<file path="src/rtl/latched_operand_alu.sv">
`timescale 1ns/1ps
module latched_operand_alu #(
  parameter int WIDTH = 32
) (
  input  logic             clk,
  input  logic             rst_n,
  input  logic             a_load,
  input  logic [2:0]       a_pick,
  input  logic             b_load,
  input  logic [2:0]       b_pick,
  input  logic [3:0]       op,
  input  logic             in_mod,
  input  logic [1:0]       out_mod,
  input  logic [WIDTH-1:0] gp_val,
  input  logic [WIDTH-1:0] pc_val,
  input  logic [WIDTH-1:0] imm_val,
  input  logic [WIDTH-1:0] rdata_val,
  input  logic [WIDTH-1:0] csr_imm_val,
  input  logic [WIDTH-1:0] csr_val,
  input  logic [WIDTH-1:0] cause_val,
  output logic [WIDTH-1:0] result,
  output logic             result_zero
);
  localparam int SHW = $clog2(WIDTH);
  localparam logic [WIDTH-1:0] MSB = {1'b1, {(WIDTH-1){1'b0}}};

  logic [WIDTH-1:0] a_q, b_q, a_src, b_src, a_eff, b_eff, raw, res_d;
  logic [SHW-1:0]   sh;
  logic             zero_q;

  always_comb begin
    case (a_pick)
      3'd0:    a_src = gp_val;
      3'd1:    a_src = imm_val;
      3'd2:    a_src = result;
      3'd4:    a_src = WIDTH'(4);
      3'd5:    a_src = '1;
      3'd6:    a_src = WIDTH'(31);
      default: a_src = '0;
    endcase
  end

  always_comb begin
    case (b_pick)
      3'd0:    b_src = gp_val;
      3'd1:    b_src = pc_val;
      3'd2:    b_src = imm_val;
      3'd3:    b_src = WIDTH'(1);
      3'd4:    b_src = rdata_val;
      3'd5:    b_src = csr_imm_val;
      3'd6:    b_src = csr_val;
      default: b_src = cause_val;
    endcase
  end

  assign a_eff = in_mod ? (a_q ^ MSB) : a_q;
  assign b_eff = in_mod ? (b_q ^ MSB) : b_q;
  assign sh    = b_eff[SHW-1:0];

  always_comb begin
    case (op)
      4'd0:    raw = a_eff + b_eff;
      4'd1:    raw = a_eff - b_eff;
      4'd2:    raw = a_eff & b_eff;
      4'd3:    raw = a_eff | b_eff;
      4'd4:    raw = a_eff ^ b_eff;
      4'd5:    raw = a_eff << sh;
      4'd6:    raw = a_eff >> sh;
      4'd7:    raw = WIDTH'($signed(a_eff) >>> sh);
      4'd8:    raw = WIDTH'(a_eff < b_eff);
      default: raw = '0;
    endcase
  end

  always_comb begin
    case (out_mod)
      2'd1:    res_d = raw ^ WIDTH'(1);
      2'd2:    res_d = raw & ~WIDTH'(1);
      default: res_d = raw;
    endcase
  end

  always_ff @(posedge clk or negedge rst_n) begin
    if (!rst_n) begin
      a_q    <= '0;
      b_q    <= '0;
      result <= '0;
      zero_q <= 1'b1;
    end else begin
      if (a_load) a_q <= a_src;
      if (b_load) b_q <= b_src;
      result <= res_d;
      zero_q <= (res_d == '0);
    end
  end

  assign result_zero = zero_q;

  assert_a_hold_R4: assert property (@(posedge clk) disable iff (!rst_n)
    !a_load |=> $stable(a_q));
  assert_b_hold_R4: assert property (@(posedge clk) disable iff (!rst_n)
    !b_load |=> $stable(b_q));
  assert_a_zero_src_R2: assert property (@(posedge clk) disable iff (!rst_n)
    (a_load && a_pick == 3'd3) |=> (a_q == '0));
  assert_b_one_src_R3: assert property (@(posedge clk) disable iff (!rst_n)
    (b_load && b_pick == 3'd3) |=> (b_q == WIDTH'(1)));
  assert_cmp_bool_R7: assert property (@(posedge clk) disable iff (!rst_n)
    (op == 4'd8 && out_mod != 2'd1) |=> (result[WIDTH-1:1] == '0));
  assert_clear_lsb_R9: assert property (@(posedge clk) disable iff (!rst_n)
    (out_mod == 2'd2) |=> !result[0]);
  assert_zero_flag_R10: assert property (@(posedge clk) disable iff (!rst_n)
    result_zero == (result == '0));
  assert_undef_op_R11: assert property (@(posedge clk) disable iff (!rst_n)
    (op > 4'd8 && out_mod != 2'd1) |=> (result == '0));
endmodule

</file>
<file path="config.mk">
export PLATFORM = sky130hd
export DESIGN_NAME = latched_operand_alu
export DESIGN_NICKNAME = d
export VERILOG_FILES = /design/src/rtl/latched_operand_alu.sv
export SDC_FILE = /design/constraint.sdc
export NUM_CORES = 1
export LEC_CHECK = 0
export BUFFER_PORTS_ARGS = -buffer_cell sky130_fd_sc_hd__clkbuf_2
export CELL_PAD_IN_SITES_DETAIL_PLACEMENT = 1
export CELL_PAD_IN_SITES_GLOBAL_PLACEMENT = 2
export CORE_AREA = 10 10 264 266
export CTS_CLUSTER_SIZE = 8
export DETAILED_ROUTE_END_ITERATION = 10
export DIE_AREA = 0 0 274 276
export PLACE_DENSITY = 0.67
export SYNTH_ARGS = -nofsm -noshare
export SYNTH_HDL_FRONTEND = slang
export SYNTH_SLANG_ARGS = --single-unit
</file>
<file path="constraint.sdc">
create_clock -name clk -period 6.1 [get_ports clk]
set_input_delay 1.22 -clock clk [delete_from_list [all_inputs] [get_ports clk]]
set_output_delay 1.22 -clock clk [all_outputs]
set_load 0.1 [all_outputs]
</file>
# Yosys cells after proc, flatten, opt, wreduce, memory -nomap -nowiden
# Index checks and enable logic that the tools add are counted.
# W data, S select, Z words.
[totals]
ff_bits = 97
input_bits = 241
output_inout_bits = 33
[classes]
n_addsub = 2
order_cmp = 1
eq_ne = 21
shifts = 3
mux = 6
bitwise_logic = 6
reduce_logical = 4
[op_table]
columns = ["cell", "n"]
rows = [
  ["$pmux W32 S9", 1],
  ["$pmux W32 S7", 1],
  ["$pmux W32 S6", 1],
  ["$mux W32", 2],
  ["$add A32 B32 Y32", 1],
  ["$and A32 B32 Y32", 1],
  ["$logic_not A32 Y1", 1],
  ["$lt A32 B32 Y1", 1],
  ["$or A32 B32 Y32", 1],
  ["$shl A32 B5 Y32", 1],
  ["$shr A32 B5 Y32", 1],
  ["$sshr A32 B5 Y32", 1],
  ["$sub A32 B32 Y32", 1],
  ["$xor A32 B32 Y32", 1],
  ["$eq A3 B3 Y1 const B", 6],
  ["$eq A4 B3 Y1 const B", 4],
  ["$eq A3 B2 Y1 const B", 3],
  ["$eq A4 B2 Y1 const B", 2],
  ["$eq A3 B1 Y1 const B", 2],
  ["$logic_not A3 Y1", 2],
  ["$eq A4 B1 Y1 const B", 1],
  ["$eq A4 B4 Y1 const B", 1],
  ["$logic_not A4 Y1", 1],
  ["$not A1 Y1", 3],
  ["3 further kinds", 3],
]

# Depth between registers and ports, before layout
# Gate-level depths: netlist of the first run.
[logic_depth]
ltp_word = 7
mapped_depth = 17
mapped_depth_nobuf = 15

# Worst setup path after synthesis of the first run
# OpenSTA, ideal clock, no wires.
[synth_timing]
path_kind = "reg-to-reg"
start = "register b_q[2]"
end = "register zero_q (netlist: result_zero)"
setup_ns = 0.090
t_arrival_ns = 4.465
required_ns = 6.010
slack_ns = 1.545
path_stages_with_launch = 18
path_cell_list = "dfrtp_1 buf_4 buf_4 inv_2 buf_2 buf_1 ha_1 nand2b_1 a2111o_1 a211o_1 a31oi_1 o21a_1 mux2_1 a211o_1 or4bb_1 nor4_1 nand4bb_1 nor4_2"
[synth_via]
elab_cells_between_ends = 14
[synth_lines]
columns = ["element", "line", "source"]
rows = [
  ["start, declared", "27", "logic [WIDTH-1:0] a_q, b_q, a_src, b_src, a_eff, b_eff, raw, res_d;"],
  ["start signal, assigned", "91", "if (b_load) b_q <= b_src;"],
  ["$mux W32 *", "57", "assign b_eff = in_mod ? (b_q ^ MSB) : b_q;"],
  ["$sub A32 B32 Y32 (tied with other cells)", "63", "4'd1: raw = a_eff - b_eff;"],
  ["$pmux W32 S9 *", "61", "case (op)"],
  ["named net raw[26]", "27", ""],
  ["$logic_not A32 Y1 *", "93", "zero_q <= (res_d == '0);"],
  ["end signal, assigned", "93", ""],
  ["end, declared", "29", "logic zero_q;"],
]
# Mark *: on every way through the listed nets, which the timed path passes. The rest lies on a longest branch.
# A chain may end at the register's enable or synchronous reset.

# Final worst setup path of the first run
[layout_timing]
start = "input port op[2]"
end = "register zero_q (netlist: result_zero)"
[layout_via]
elab_cells_between_ends = 13
[layout_lines]
columns = ["element", "line", "source"]
rows = [
  ["start, declared", "11", "input logic [3:0] op,"],
  ["$eq A4 B4 Y1 (tied with other cells)", "61", ""],
  ["$pmux W32 S9 *", "61", ""],
  ["named net raw[11]", "27", ""],
  ["$logic_not A32 Y1 *", "93", ""],
]
# Marks and branches as above.

==> tab_implementation.tex, run 1 <==
\begin{tabular}{lr}
\hline
Metric & Value \\
\hline
\multicolumn{2}{l}{\textbf{Logic synthesis}} \\
\quad Syn Nets & 2411 \\
\quad Simple-gate share of the synthesized area & 0.169 \\
\quad Sequential share of the synthesized area & 0.153 \\
\quad Share of async-settable or async-resettable flops after synthesis & 1.00 \\
\quad Fraction of post-synthesis cell area in the top cell type by area & 0.151 \\
\quad Gate count of the mapped netlist & 2070 \\
\quad Most common cell in the netlist & sky130\_fd\_sc\_hd\_\_nor2\_1 \\
\quad Synthesized area divided by synthesized cell count & 7.68 um\^{}2 \\
\quad Synth Area in Compound Gates & 0.323 \\
\quad Post-synth EDFFs & 0 \\
\quad XOR/XNOR Fraction of Synth Area & 0.00662 \\
\quad Total of flip-flops plus latches after synthesis & 97 \\
\quad Post-synthesis instance area & 15900 um\^{}2 \\
\quad Library cell with the largest summed area after synthesis & sky130\_fd\_sc\_hd\_\_dfrtp\_1 \\
\quad Synth Warn \# & 0 \\
\quad Adder and majority cell fraction of the synthesized area & 0.0797 \\
\quad Yosys cell types & 99 \\
\quad Primary flip-flop cell chosen by synthesis mapping & sky130\_fd\_sc\_hd\_\_dfrtp\_1 \\
\quad Post-synthesis mux area share & 0.188 \\
\quad Ranking of synthesized cells by instance count & 185 x sky130\_fd\_sc\_hd\_\_nor2\_1, 184 x sky130\_fd\_sc\_hd\_\_o21ai\_0, 148 x sky130\_fd\_sc\_hd\_\_nand2\_1, 146 x sky130\_fd\_sc\_hd\_\_a21oi\_1 \\
\quad Largest family of logic cells by synthesized area & compound AO/OA/AOI/OAI gates \\
\quad Top area cells in the synthesized netlist & sky130\_fd\_sc\_hd\_\_dfrtp\_1 15\%, sky130\_fd\_sc\_hd\_\_mux2i\_1 8.1\%, sky130\_fd\_sc\_hd\_\_ha\_1 7.7\% \\
\multicolumn{2}{l}{\textbf{Clocking}} \\
\quad Number of buffers inserted to repair setup after CTS & 0 \\
\quad Clock Root Buffer & sky130\_fd\_sc\_hd\_\_clkbuf\_16 \\
\quad H-tree depth & 3 \\
\quad TritonCTS clock tree & done \\
\quad Clk sink count & 97 \\
\quad Cts bufs inserted & 9 \\
\quad Clock transition at path regs & 80 ps \\
\quad Worst skew pair latency & 380 ps \\
\quad Number of gates resized after CTS & 0 \\
\quad Hold buffer count at CTS & 0 \\
\quad CTS max path bufs & 2 \\
\multicolumn{2}{l}{\textbf{Detailed routing}} \\
\quad Antenna violation net count after detailed routing & 0 \\
\quad Average wire per standard cell & 31.5 um \\
\quad Total vias in the final route & 18500 \\
\quad Number of vias per cell & 6.00 \\
\quad Remaining DRCs & 0 \\
\quad Wire length after detailed routing & 97300 um \\
\quad Initial detailed-routing violation count & 1504 \\
\quad DRT Pass-1 Iters & 5 \\
\multicolumn{2}{l}{\textbf{Critical path}} \\
\quad Ordered cell list for the critical path & clkbuf\_2, buf\_4, or4\_1, nor3\_1, a221o\_1, or2\_0, o2bb2ai\_1, o211ai\_1, or4\_1, nor3\_1, nor4bb\_1, nand4bb\_1, nor4\_2 \\
\quad Arrival time reported for the critical path endpoint & 5500 ps \\
\quad Crit Path Max Fanout & 16 \\
\quad CP peak stage delay & 620 ps \\
\quad Kind of critical path & primary input to flop \\
\quad Kind of launch point of the worst setup path & primary input \\
\quad Reg2reg path depth & 12 \\
\quad CP Capture Type & flop \\
\quad Cell with the largest stage delay on the worst path & sky130\_fd\_sc\_hd\_\_nor4bb\_1 \\
\quad R2R Path Start & b\_q[0] \\
\quad Crit path required time & 6400 ps \\
\quad Flop2flop setup slack & 960 ps \\
\quad Endpoint of the lowest-slack register-to-register path & result\_zero \\
\multicolumn{2}{l}{\textbf{Pwr}} \\
\quad Power per standard cell area & 246 nW/um\^{}2 \\
\quad Overall power & 0.00450 W \\
\quad Cell leakage power & 7.75 nW \\
\quad IR Drop Worst-Case VDD & 0.125 mV \\
\multicolumn{2}{l}{\textbf{Placement}} \\
\quad Pre-CTS worst setup slack & 664 ps \\
\quad Port Buf Inserts & 273 \\
\quad Detailed Place HPWL & 78900 um \\
\quad DP Cell Count & 3075 \\
\quad Placer Congestion & 0.969 \\
\multicolumn{2}{l}{\textbf{Global route}} \\
\quad Global-route wire length before repair & 140000 um \\
\quad Aggregate global-route resource usage & 0.247 \\
\quad Pin count of the biggest net entering global routing & 61 \\
\quad Residual overflow from global routing & 0 \\
\quad Vias in the first global route & 19300 \\
\quad Antenna violations before repair & 6 \\
\multicolumn{2}{l}{\textbf{Finish}} \\
\quad Net total in the final layout & 2572 \\
\quad Layout-stage area growth over the synthesis result & 15.4\% \\
\quad Final standard cell count with taps included and fillers excluded & 3092 \\
\quad Ratio of cells with drive above 1 in the final layout & 0.219 \\
\multicolumn{2}{l}{\textbf{Job}} \\
\quad Reported max-cap violation count & 0 \\
\multicolumn{2}{l}{\textbf{Floorplan}} \\
\quad Total die area & 75600 um\^{}2 \\
\quad Initial core utilization & 0.248 \\
\quad Cell Rows & 93 \\
\quad I/O Pins & 274 \\
\quad Die outline height & 276 um \\
\quad Core ar. & 64100 um\^{}2 \\
\quad Width of the die & 274 um \\
\multicolumn{2}{l}{\textbf{Timing}} \\
\quad Total Negative Setup Slacks & 0 ps \\
\quad Max-slew violations & 0 \\
\quad Peak Freq & 192 MHz \\
\quad Normalized max-slew margin & 0.231 \\
\quad Clock period minus final worst setup slack & 5200 ps \\
\quad Final Hold Viols & 0 \\
\quad Setup repair after global routing missed its margin & no \\
\quad Setup slack after layout & 901 ps \\
\quad Worst setup skew after layout & 10.3 ps \\
\quad Finish-stage setup viols & 0 \\
\quad Tcrit/Tclk final & 0.852 \\
\quad Least-Margin Pin Slew & 1140 ps \\
\multicolumn{2}{l}{\textbf{Min path}} \\
\quad Worst hold path startpoint & b\_q[8] \\
\quad Worst Hold Path EP & b\_q[8] \\
\quad HP Class & flop to flop \\
\quad Hold Path Depth & 2 \\
\multicolumn{2}{l}{\textbf{Outcome}} \\
\quad Run status & complete, no violations \\
\hline
\end{tabular}
-- flip-flops by register name (all words and copies together) (netlist names) --
| register | count |
|---|---|
| b_q | 32 |
| result_zero | 1 |
| a_q | 32 |
| result | 32 |
-- layer usage --
layer / up-vias / global-route usage / share of wire
li1: 8168 / - / -
met4: 2 / 0.0696 / 0.027
met3: 130 / 0.0443 / 0.072
met2: 863 / 0.409 / 0.47
met5: - / 0 / 0.00013
met1: 9376 / 0.323 / 0.43
-- layout by cell type (no fill, tap or decap), types with 27 or more instances in the layout --
cell	count
sky130_fd_sc_hd__clkbuf_2	271
sky130_fd_sc_hd__nor2_1	184
sky130_fd_sc_hd__o21ai_0	184
sky130_fd_sc_hd__nand2_1	148
sky130_fd_sc_hd__a21oi_1	146
sky130_fd_sc_hd__mux2i_1	128
sky130_fd_sc_hd__inv_1	115
sky130_fd_sc_hd__ha_1	98
sky130_fd_sc_hd__dfrtp_1	92
sky130_fd_sc_hd__buf_4	69
sky130_fd_sc_hd__o211ai_1	58
sky130_fd_sc_hd__o22ai_1	57
sky130_fd_sc_hd__mux2_2	49
sky130_fd_sc_hd__mux4_2	43
sky130_fd_sc_hd__nor3_1	34
sky130_fd_sc_hd__o221ai_1	34
sky130_fd_sc_hd__nand3_1	29
sky130_fd_sc_hd__a221oi_1	28
sky130_fd_sc_hd__a22oi_1	28
sky130_fd_sc_hd__nor2b_1	27
-- worst max path at each step --
| stage | endpoint | cells after the start | slack, ps | from |
|---|---|---|---|---|
| after floorplan | result_zero | 17 | 1540 | b_q[2] |
| after global placement | result_zero | 13 | 660 | op[2] |
| after detailed placement | result_zero | 13 | 660 | op[2] |
| after CTS | result_zero | 12 | 1040 | b_q[1] |
| after global routing | result_zero | 13 | 710 | a_q[5] |
| final | result_zero | 13 | 900 | op[2] |
-- cell families after synthesis --
group | Yosys count
compound gates | 763
simple gates | 556
buf+inv | 312
mux | 230
fa+ha+maj | 100
flops | 97
xor+xnor | 12
-- per-stage QoR --
| stage | hold slack (ps) | util | instance area (um^2) |
|---|---|---|---|
| finish | 608 | 0.286 | 18300 |
| global route | 640 | 0.286 | 18300 |
| CTS | 614 | 0.286 | 18300 |
| detailed placement | 597 | 0.281 | 18000 |
| global placement | 573 | 0.281 | 18000 |
| floorplan | 527 | - | 15900 |
-- critical path: cells and delay by family --
family                 cells  cell delay (ps)
and+or+nand+nor            8             2590
buffers and inverters      2              700
AOI/OAI and AO/OA          3              960
-- power breakdown --
group	internal [W]	leakage [nW]	total (W)	switching, W
registers	0.000748	1.22	0.000930	0.000182
clock network	0.000334	0.151	0.000629	0.000295
logic	0.000889	6.38	0.00294	0.00206
-- final cells by class --
type                    instances  area, um^2
fillers                      7724       45800
multi-input cells            1661       12200
flip-flops and latches         97        2440
repair buffers                340        1870
well taps                     855        1070
inverters                     122         458
clock buffers                  11         243
clock inverters                 5        61.3
diodes                          1        2.50
Note: power is estimated with default switching activity, not from simulation.
==> inputs of run 2 (changes only) <==
BUFFER_PORTS_ARGS = -buffer_cell sky130_fd_sc_hd__buf_2   (was -buffer_cell sky130_fd_sc_hd__clkbuf_2)
==> run 2 against run 1 <==
  * Sequential share of layout area is essentially flat
  * Combinational power is essentially flat
  * Largest power group unchanged
  * Non-clock buffer count shrank 2
  * Fmax shrank 0.97%
  * Largest cell class unchanged
  * Register-to-register slack lost 110 ps
  * Sequential power shrank 0.8%
==> tab_implementation.tex, run 2 (synthesis results as in run 1) <==
\begin{tabular}{lr}
\hline
Metric & Value \\
\hline
\multicolumn{2}{l}{\textbf{Floorplan}} \\
\quad Core ar. & 64100 um\^{}2 \\
\quad I/O Pins & 274 \\
\quad Width of the die & 274 um \\
\quad Cell Rows & 93 \\
\quad Total die area & 75600 um\^{}2 \\
\quad Initial core utilization & 0.248 \\
\quad Die outline height & 276 um \\
\multicolumn{2}{l}{\textbf{Clocking}} \\
\quad Number of buffers inserted to repair setup after CTS & 0 \\
\quad TritonCTS clock tree & done \\
\quad Hold buffer count at CTS & 0 \\
\quad Clk sink count & 97 \\
\quad Clock transition at path regs & 80 ps \\
\quad Clock Root Buffer & sky130\_fd\_sc\_hd\_\_clkbuf\_16 \\
\quad Cts bufs inserted & 9 \\
\quad H-tree depth & 3 \\
\quad Number of gates resized after CTS & 0 \\
\quad CTS max path bufs & 2 \\
\quad Worst skew pair latency & 390 ps \\
\multicolumn{2}{l}{\textbf{Finish}} \\
\quad Largest registers & a\_q (32), b\_q (32), result (32) \\
\quad Net total in the final layout & 2570 \\
\quad Post-Route Utilization & 0.286 \\
\quad Filler cells & 7778 \\
\quad Leading cell types in the layout, fill and taps excluded & 271 x sky130\_fd\_sc\_hd\_\_buf\_2, 184 x sky130\_fd\_sc\_hd\_\_nor2\_1, 184 x sky130\_fd\_sc\_hd\_\_o21ai\_0 \\
\quad Layout-stage area growth over the synthesis result & 15.3\% \\
\quad Commonest non-fill, non-tap cell in the layout & sky130\_fd\_sc\_hd\_\_buf\_2 \\
\quad Ratio of cells with drive above 1 in the final layout & 0.218 \\
\multicolumn{2}{l}{\textbf{Timing}} \\
\quad Tcrit/Tclk final & 0.861 \\
\quad Setup repair after global routing missed its margin & no \\
\quad Peak Freq & 190 MHz \\
\quad Final Hold Viols & 0 \\
\quad Total Negative Setup Slacks & 0 ps \\
\quad Finish-stage setup viols & 0 \\
\quad Max-slew violations & 0 \\
\quad Least-Margin Pin Slew & 1080 ps \\
\quad Clock period minus final worst setup slack & 5250 ps \\
\quad Worst setup skew after layout & 19.0 ps \\
\quad Normalized max-slew margin & 0.280 \\
\multicolumn{2}{l}{\textbf{Pwr}} \\
\quad Proportion of power drawn by flip-flops and latches & 0.205 \\
\quad Cell leakage power & 7.69 nW \\
\quad Combinational cell fraction of total power & 0.654 \\
\quad IR Drop Worst-Case VDD & 0.123 mV \\
\quad Net Sw Frac & 0.562 \\
\quad Total net switching power & 0.00253 W \\
\quad Internal power of the cells & 0.00197 W \\
\quad Clk network pwr share & 0.142 \\
\quad Power per standard cell area & 246 nW/um\^{}2 \\
\multicolumn{2}{l}{\textbf{Job}} \\
\quad Reported max-cap violation count & 0 \\
\multicolumn{2}{l}{\textbf{Global route}} \\
\quad Vias in the first global route & 19400 \\
\quad Antenna violations before repair & 11 \\
\quad Global-route wire length before repair & 139000 um \\
\quad Pin count of the biggest net entering global routing & 64 \\
\quad Aggregate global-route resource usage & 0.244 \\
\quad Residual overflow from global routing & 0 \\
\multicolumn{2}{l}{\textbf{Detailed routing}} \\
\quad Average wire per standard cell & 31.2 um \\
\quad Number of vias per cell & 5.99 \\
\quad DRT Pass-1 Iters & 5 \\
\quad Initial detailed-routing violation count & 1526 \\
\quad Antenna violation net count after detailed routing & 0 \\
\quad Remaining DRCs & 0 \\
\quad Total vias in the final route & 18500 \\
\quad Wire length after detailed routing & 96400 um \\
\multicolumn{2}{l}{\textbf{Critical path}} \\
\quad CP Buf/Inv Count & 1 \\
\quad Reg2reg path depth & 12 \\
\quad Kind of critical path & flop to flop \\
\quad Crit path required time & 6400 ps \\
\quad Ordered cell list for the critical path & buf\_4, nor2b\_1, a22oi\_1, nand2\_1, a221oi\_1, o21ai\_0, o2111ai\_1, or4\_1, nor3\_1, nor4bb\_1, nand4bb\_1, nor4\_2 \\
\quad R2R Path Start & b\_q[1] \\
\quad Endpoint of the lowest-slack register-to-register path & result\_zero \\
\quad Crit Path Max Fanout & 63 \\
\quad Kind of launch point of the worst setup path & flop \\
\quad Cell with the largest stage delay on the worst path & sky130\_fd\_sc\_hd\_\_nor2b\_1 \\
\quad Arrival time reported for the critical path endpoint & 5550 ps \\
\quad Top Family by Delay on Critical Path & simple AND/OR/NAND/NOR gates \\
\quad CP peak stage delay & 870 ps \\
\quad CP Capture Type & flop \\
\quad Flop2flop setup slack & 850 ps \\
\multicolumn{2}{l}{\textbf{Min path}} \\
\quad HP Class & flop to flop \\
\quad Hold Path Depth & 2 \\
\quad Worst Hold Path EP & a\_q[11] \\
\quad Worst hold path startpoint & a\_q[11] \\
\multicolumn{2}{l}{\textbf{Placement}} \\
\quad Placer Congestion & 0.979 \\
\quad Port Buf Inserts & 273 \\
\quad Detailed Place HPWL & 78000 um \\
\multicolumn{2}{l}{\textbf{Outcome}} \\
\quad Run status & complete, no violations \\
\hline
\end{tabular}
run 2: area by class of cell:
| cell class | count | area [um^2] | share of cell area |
|---|---|---|---|
| antenna | 2 | 5.00 | 0.000273 |
| clock buffer | 11 | 243 | 0.0133 |
| clock inverter | 5 | 61.3 | 0.00335 |
| inverter | 122 | 458 | 0.0250 |
| multi-input combinational | 1661 | 12200 | 0.665 |
| sequential | 97 | 2440 | 0.133 |
| tap | 855 | 1070 | 0.0584 |
| timing repair buffer | 338 | 1860 | 0.102 |
run 2: how the worst max path moves through the flow:
stage | start | endpoint | slack, ps | depth (start not counted)
final | b_q[1] | result_zero | 850 | 12
after global routing | b_q[1] | result_zero | 630 | 12
after CTS | b_q[1] | result_zero | 930 | 12
after detailed placement | op[3] | result_zero | 590 | 13
after global placement | op[3] | result_zero | 480 | 13
after floorplan | b_q[2] | result_zero | 1540 | 17
run 2: per-layer routing:
metal	routed length (um)	global-route usage
met1	41300	0.314
met2	45100	0.402
met3	6720	0.0447
met4	3280	0.0836
met5	22	0
run 2: per-stage QoR:
step	cell area [um^2]	power, W	hold WS (ps)	setup slack (ps)	instances
2_1_floorplan	15900	0.00278	527	1540	2070
3_3_place_gp	18000	0.00381	557	482	3073
3_5_place_dp	18000	0.00381	570	594	3073
4_1_cts	18300	0.00447	589	933	3089
5_1_grt	18300	0.00471	642	635	3090
6_report	18300	0.00451	575	850	3091
run 2: power groups by stage:
| stage | clock (W) | combinational (W) | sequential, W |
|---|---|---|---|
| CTS | 0.000653 | 0.00290 | 0.000918 |
| floorplan | 0 | 0.00154 | 0.00123 |
| global placement | 0 | 0.00289 | 0.000923 |
| detailed placement | 0 | 0.00288 | 0.000924 |
| global route | 0.000675 | 0.00310 | 0.000934 |
| finish | 0.000638 | 0.00295 | 0.000923 |
run 2: worst register-to-register path, delay by kind of cell (launching register included):
| family | cells | cell delay, ps |
|---|---|---|
| and+or+nand+nor | 7 | 2860 |
| buffers and inverters | 1 | 660 |
| DFF | 1 | 430 |
| AOI/OAI and AO/OA | 4 | 1200 |
==> inputs of run 3 (changes only) <==
ABC_AREA = 1   (was not set)
CORE_AREA = 10 10 262 264   (was 10 10 264 266)
DIE_AREA = 0 0 272 274   (was 0 0 274 276)
PLACE_DENSITY = 0.75   (was 0.67)
==> run 3 against run 2 <==
  * Combinational power shrank 2%
  * Flip-flop and latch count is the same
  * Clock power shrank 7.7%
  * Die area decreased by 1.4%
  * Sequential share of layout area grew 0.21 points
==> tab_implementation.tex, run 3 <==
\begin{tabular}{lr}
\hline
Metric & Value \\
\hline
\multicolumn{2}{l}{\textbf{Outcome}} \\
\quad Run status & complete, no violations \\
\multicolumn{2}{l}{\textbf{Logic synthesis}} \\
\quad Library cell with the largest summed area after synthesis & sky130\_fd\_sc\_hd\_\_nand2\_1 \\
\quad Top area cells in the synthesized netlist & sky130\_fd\_sc\_hd\_\_nand2\_1 24\%, sky130\_fd\_sc\_hd\_\_nand3\_1 16\%, sky130\_fd\_sc\_hd\_\_dfrtp\_1 15\% \\
\quad Adder and majority cell fraction of the synthesized area & 0.0807 \\
\quad Simple-gate share of the synthesized area & 0.497 \\
\quad Synth Area in Compound Gates & 0.138 \\
\quad Most common cell in the netlist & sky130\_fd\_sc\_hd\_\_nand2\_1 \\
\quad Sequential share of the synthesized area & 0.155 \\
\quad Post-synth EDFFs & 0 \\
\quad Syn Nets & 3227 \\
\quad Largest family of logic cells by synthesized area & simple AND/OR/NAND/NOR gates \\
\quad Yosys cell types & 48 \\
\quad Primary flip-flop cell chosen by synthesis mapping & sky130\_fd\_sc\_hd\_\_dfrtp\_1 \\
\quad Share of async-settable or async-resettable flops after synthesis & 1.00 \\
\quad Total of flip-flops plus latches after synthesis & 97 \\
\quad Synth Warn \# & 0 \\
\quad Ranking of synthesized cells by instance count & 992 x sky130\_fd\_sc\_hd\_\_nand2\_1, 508 x sky130\_fd\_sc\_hd\_\_nand3\_1, 341 x sky130\_fd\_sc\_hd\_\_inv\_1, 217 x sky130\_fd\_sc\_hd\_\_nor2\_1, 124 x sky130\_fd\_sc\_hd\_\_o21ai\_0 \\
\quad Post-synthesis instance area & 15700 um\^{}2 \\
\quad Fraction of post-synthesis cell area in the top cell type by area & 0.237 \\
\quad Synthesized area divided by synthesized cell count & 5.44 um\^{}2 \\
\quad Post-synthesis mux area share & 0 \\
\quad Gate count of the mapped netlist & 2886 \\
\quad XOR/XNOR Fraction of Synth Area & 0.00112 \\
\multicolumn{2}{l}{\textbf{Timing}} \\
\quad Total Negative Setup Slacks & 0 ps \\
\quad Peak Freq & 227 MHz \\
\quad Final Hold Viols & 0 \\
\quad Hold WS & 593 ps \\
\quad Setup repair after global routing missed its margin & no \\
\quad Tcrit/Tclk final & 0.723 \\
\quad Max-slew violations & 0 \\
\quad Clock period minus final worst setup slack & 4410 ps \\
\quad Finish-stage setup viols & 0 \\
\quad Worst setup skew after layout & 19.3 ps \\
\quad Normalized max-slew margin & 0.249 \\
\quad Least-Margin Pin Slew & 1120 ps \\
\multicolumn{2}{l}{\textbf{Pwr}} \\
\quad Proportion of power drawn by flip-flops and latches & 0.212 \\
\quad Cell leakage power & 9.58 nW \\
\quad Clk network pwr share & 0.134 \\
\quad Net Sw Frac & 0.610 \\
\quad Total net switching power & 0.00269 W \\
\quad Internal power of the cells & 0.00172 W \\
\quad Combinational cell fraction of total power & 0.654 \\
\quad IR Drop Worst-Case VDD & 0.134 mV \\
\quad Power per standard cell area & 245 nW/um\^{}2 \\
\multicolumn{2}{l}{\textbf{Critical path}} \\
\quad Most frequent cell on the critical path & sky130\_fd\_sc\_hd\_\_nor2\_1 \\
\quad Critical Path Source & op[1] \\
\quad Crit Path Max Fanout & 17 \\
\quad Kind of critical path & primary input to flop \\
\quad Arrival time reported for the critical path endpoint & 4740 ps \\
\quad Kind of launch point of the worst setup path & primary input \\
\quad Crit path required time & 6430 ps \\
\quad CP peak stage delay & 560 ps \\
\quad R2R Path Start & b\_q[0] \\
\quad CP Capture Type & flop \\
\quad Flop2flop setup slack & 1920 ps \\
\quad Cell with the largest stage delay on the worst path & sky130\_fd\_sc\_hd\_\_nor3\_1 \\
\quad Ordered cell list for the critical path & buf\_2, inv\_1, nor2\_1, nand2\_2, inv\_2, nand2\_1, o21ai\_0, nor3\_1, nand3\_1, nor2\_1, nand3\_1, nor2\_1, nand2\_1, nor2\_1, nand2\_1, nor2\_1 \\
\multicolumn{2}{l}{\textbf{Clocking}} \\
\quad Worst skew pair latency & 400 ps \\
\quad Clk sink count & 97 \\
\quad CTS max path bufs & 2 \\
\quad Clock Root Buffer & sky130\_fd\_sc\_hd\_\_clkbuf\_16 \\
\quad Hold buffer count at CTS & 0 \\
\quad Number of buffers inserted to repair setup after CTS & 0 \\
\quad Cts bufs inserted & 9 \\
\quad TritonCTS clock tree & done \\
\quad Number of gates resized after CTS & 0 \\
\quad H-tree depth & 3 \\
\quad Clock transition at path regs & 70 ps \\
\multicolumn{2}{l}{\textbf{Detailed routing}} \\
\quad Wire length after detailed routing & 102000 um \\
\quad Met3 Routed Length & 7790 um \\
\quad Average wire per standard cell & 26.1 um \\
\quad WL met2 & 45700 um \\
\quad Antenna violation net count after detailed routing & 0 \\
\quad DRT Pass-1 Iters & 5 \\
\quad Initial detailed-routing violation count & 1713 \\
\quad Total vias in the final route & 21000 \\
\quad Number of vias per cell & 5.37 \\
\quad Top sig layer & met5 \\
\quad Remaining DRCs & 0 \\
\quad M1 WL & 45500 um \\
\multicolumn{2}{l}{\textbf{Global route}} \\
\quad Aggregate global-route resource usage & 0.267 \\
\quad Pin count of the biggest net entering global routing & 69 \\
\quad Vias in the first global route & 21400 \\
\quad Residual overflow from global routing & 0 \\
\quad Global-route wire length before repair & 148000 um \\
\quad Antenna violations before repair & 8 \\
\multicolumn{2}{l}{\textbf{Floorplan}} \\
\quad Total die area & 74500 um\^{}2 \\
\quad I/O Pins & 274 \\
\quad Core ar. & 63600 um\^{}2 \\
\quad Die outline height & 274 um \\
\quad Cell Rows & 93 \\
\quad Initial core utilization & 0.246 \\
\quad Width of the die & 272 um \\
\multicolumn{2}{l}{\textbf{Placement}} \\
\quad DP Cell Count & 3906 \\
\quad Detailed Place HPWL & 85500 um \\
\quad Placer Congestion & 0.998 \\
\quad Port Buf Inserts & 273 \\
\quad Post-place instance area & 17700 um\^{}2 \\
\multicolumn{2}{l}{\textbf{Finish}} \\
\quad Finished layout cell area & 18000 um\^{}2 \\
\quad Final standard cell count with taps included and fillers excluded & 3923 \\
\quad Largest registers & a\_q (32), b\_q (32), result (32) \\
\quad Net total in the final layout & 3403 \\
\quad Leading cell types in the layout, fill and taps excluded & 992 x sky130\_fd\_sc\_hd\_\_nand2\_1, 508 x sky130\_fd\_sc\_hd\_\_nand3\_1, 341 x sky130\_fd\_sc\_hd\_\_inv\_1 \\
\quad Commonest non-fill, non-tap cell in the layout & sky130\_fd\_sc\_hd\_\_nand2\_1 \\
\quad Layout-stage area growth over the synthesis result & 14.7\% \\
\quad Ratio of cells with drive above 1 in the final layout & 0.121 \\
\multicolumn{2}{l}{\textbf{Job}} \\
\quad Reported max-cap violation count & 0 \\
\multicolumn{2}{l}{\textbf{Min path}} \\
\quad HP Class & flop to flop \\
\quad Worst hold path startpoint & b\_q[22] \\
\hline
\end{tabular}
[run 3: cell count changes after synthesis, sizes merged, moves of 33 or more]
| cell | before | now |
|---|---|---|
| o22ai | 58 | 16 |
| nor2 | 185 | 223 |
| nand2 | 148 | 1002 |
| clkbuf | 128 | 61 |
| o21ai | 188 | 127 |
| mux2 | 55 | 0 |
| nand3 | 29 | 512 |
| inv | 121 | 349 |
| mux2i | 128 | 0 |
| mux4 | 47 | 0 |
| nand4 | 15 | 48 |
[run 3: final timing paths]
path                                     to  cells past startpoint
worst max-delay path            result_zero                     16
worst min-delay path                b_q[22]                      2
worst max register to register  result_zero                     16
worst min register to register      b_q[22]                      2
max in group asynchronous           b_q[30]                      2
min in group asynchronous            a_q[7]                      1
[run 3: critical path: cells and delay by family]
kind	cells	cell delay, ps
and+or+nand+nor	12	2650
buffers and inverters	3	660
AOI/OAI and AO/OA	1	180
[run 3: power by group through the flow]
stage	clock network, W	registers [W]	logic, W
detailed placement	0	0.000933	0.00282
global route	0.000612	0.000937	0.00312
global placement	0	0.000937	0.00282
CTS	0.000590	0.000925	0.00283
finish	0.000589	0.000933	0.00288
floorplan	0	0.00109	0.00161
[run 3: layout make-up]
| cell class | instances | area (um^2) |
|---|---|---|
| well taps | 855 | 1070 |
| clock buffers | 11 | 233 |
| fillers | 8561 | 45700 |
| flip-flops and latches | 97 | 2430 |
| repair buffers | 305 | 1610 |
| diodes | 1 | 2.50 |
| inverters | 352 | 1320 |
| multi-input cells | 2297 | 11300 |
| clock inverters | 5 | 32.5 |
[run 3: cells by family (layout without fill, tap and decap cells)]
| group | count (synthesis) | in the layout |
|---|---|---|
| simple gates | 1831 | 1831 |
| compound gates | 364 | 364 |
| other cells | 0 | 1 |
| fa+ha+maj | 100 | 100 |
| buf+inv | 492 | 673 |
| xor+xnor | 2 | 2 |
| flops | 97 | 97 |
[run 3: through the flow]
step,util,total power (W),setup WS [ps]
2_1_floorplan,-,0.00270,3230
3_3_place_gp,0.278,0.00376,1430
4_1_cts,0.283,0.00435,1840
3_5_place_dp,0.278,0.00375,1430
5_1_grt,0.283,0.00467,1690
6_report,0.283,0.00440,1690
[run 3: layer usage]
metal  global-route usage  vias up
li1                     -     9782
met3               0.0448      148
met2                0.430      878
met1                0.356    10200
met4               0.0914       12
met5                    0        -
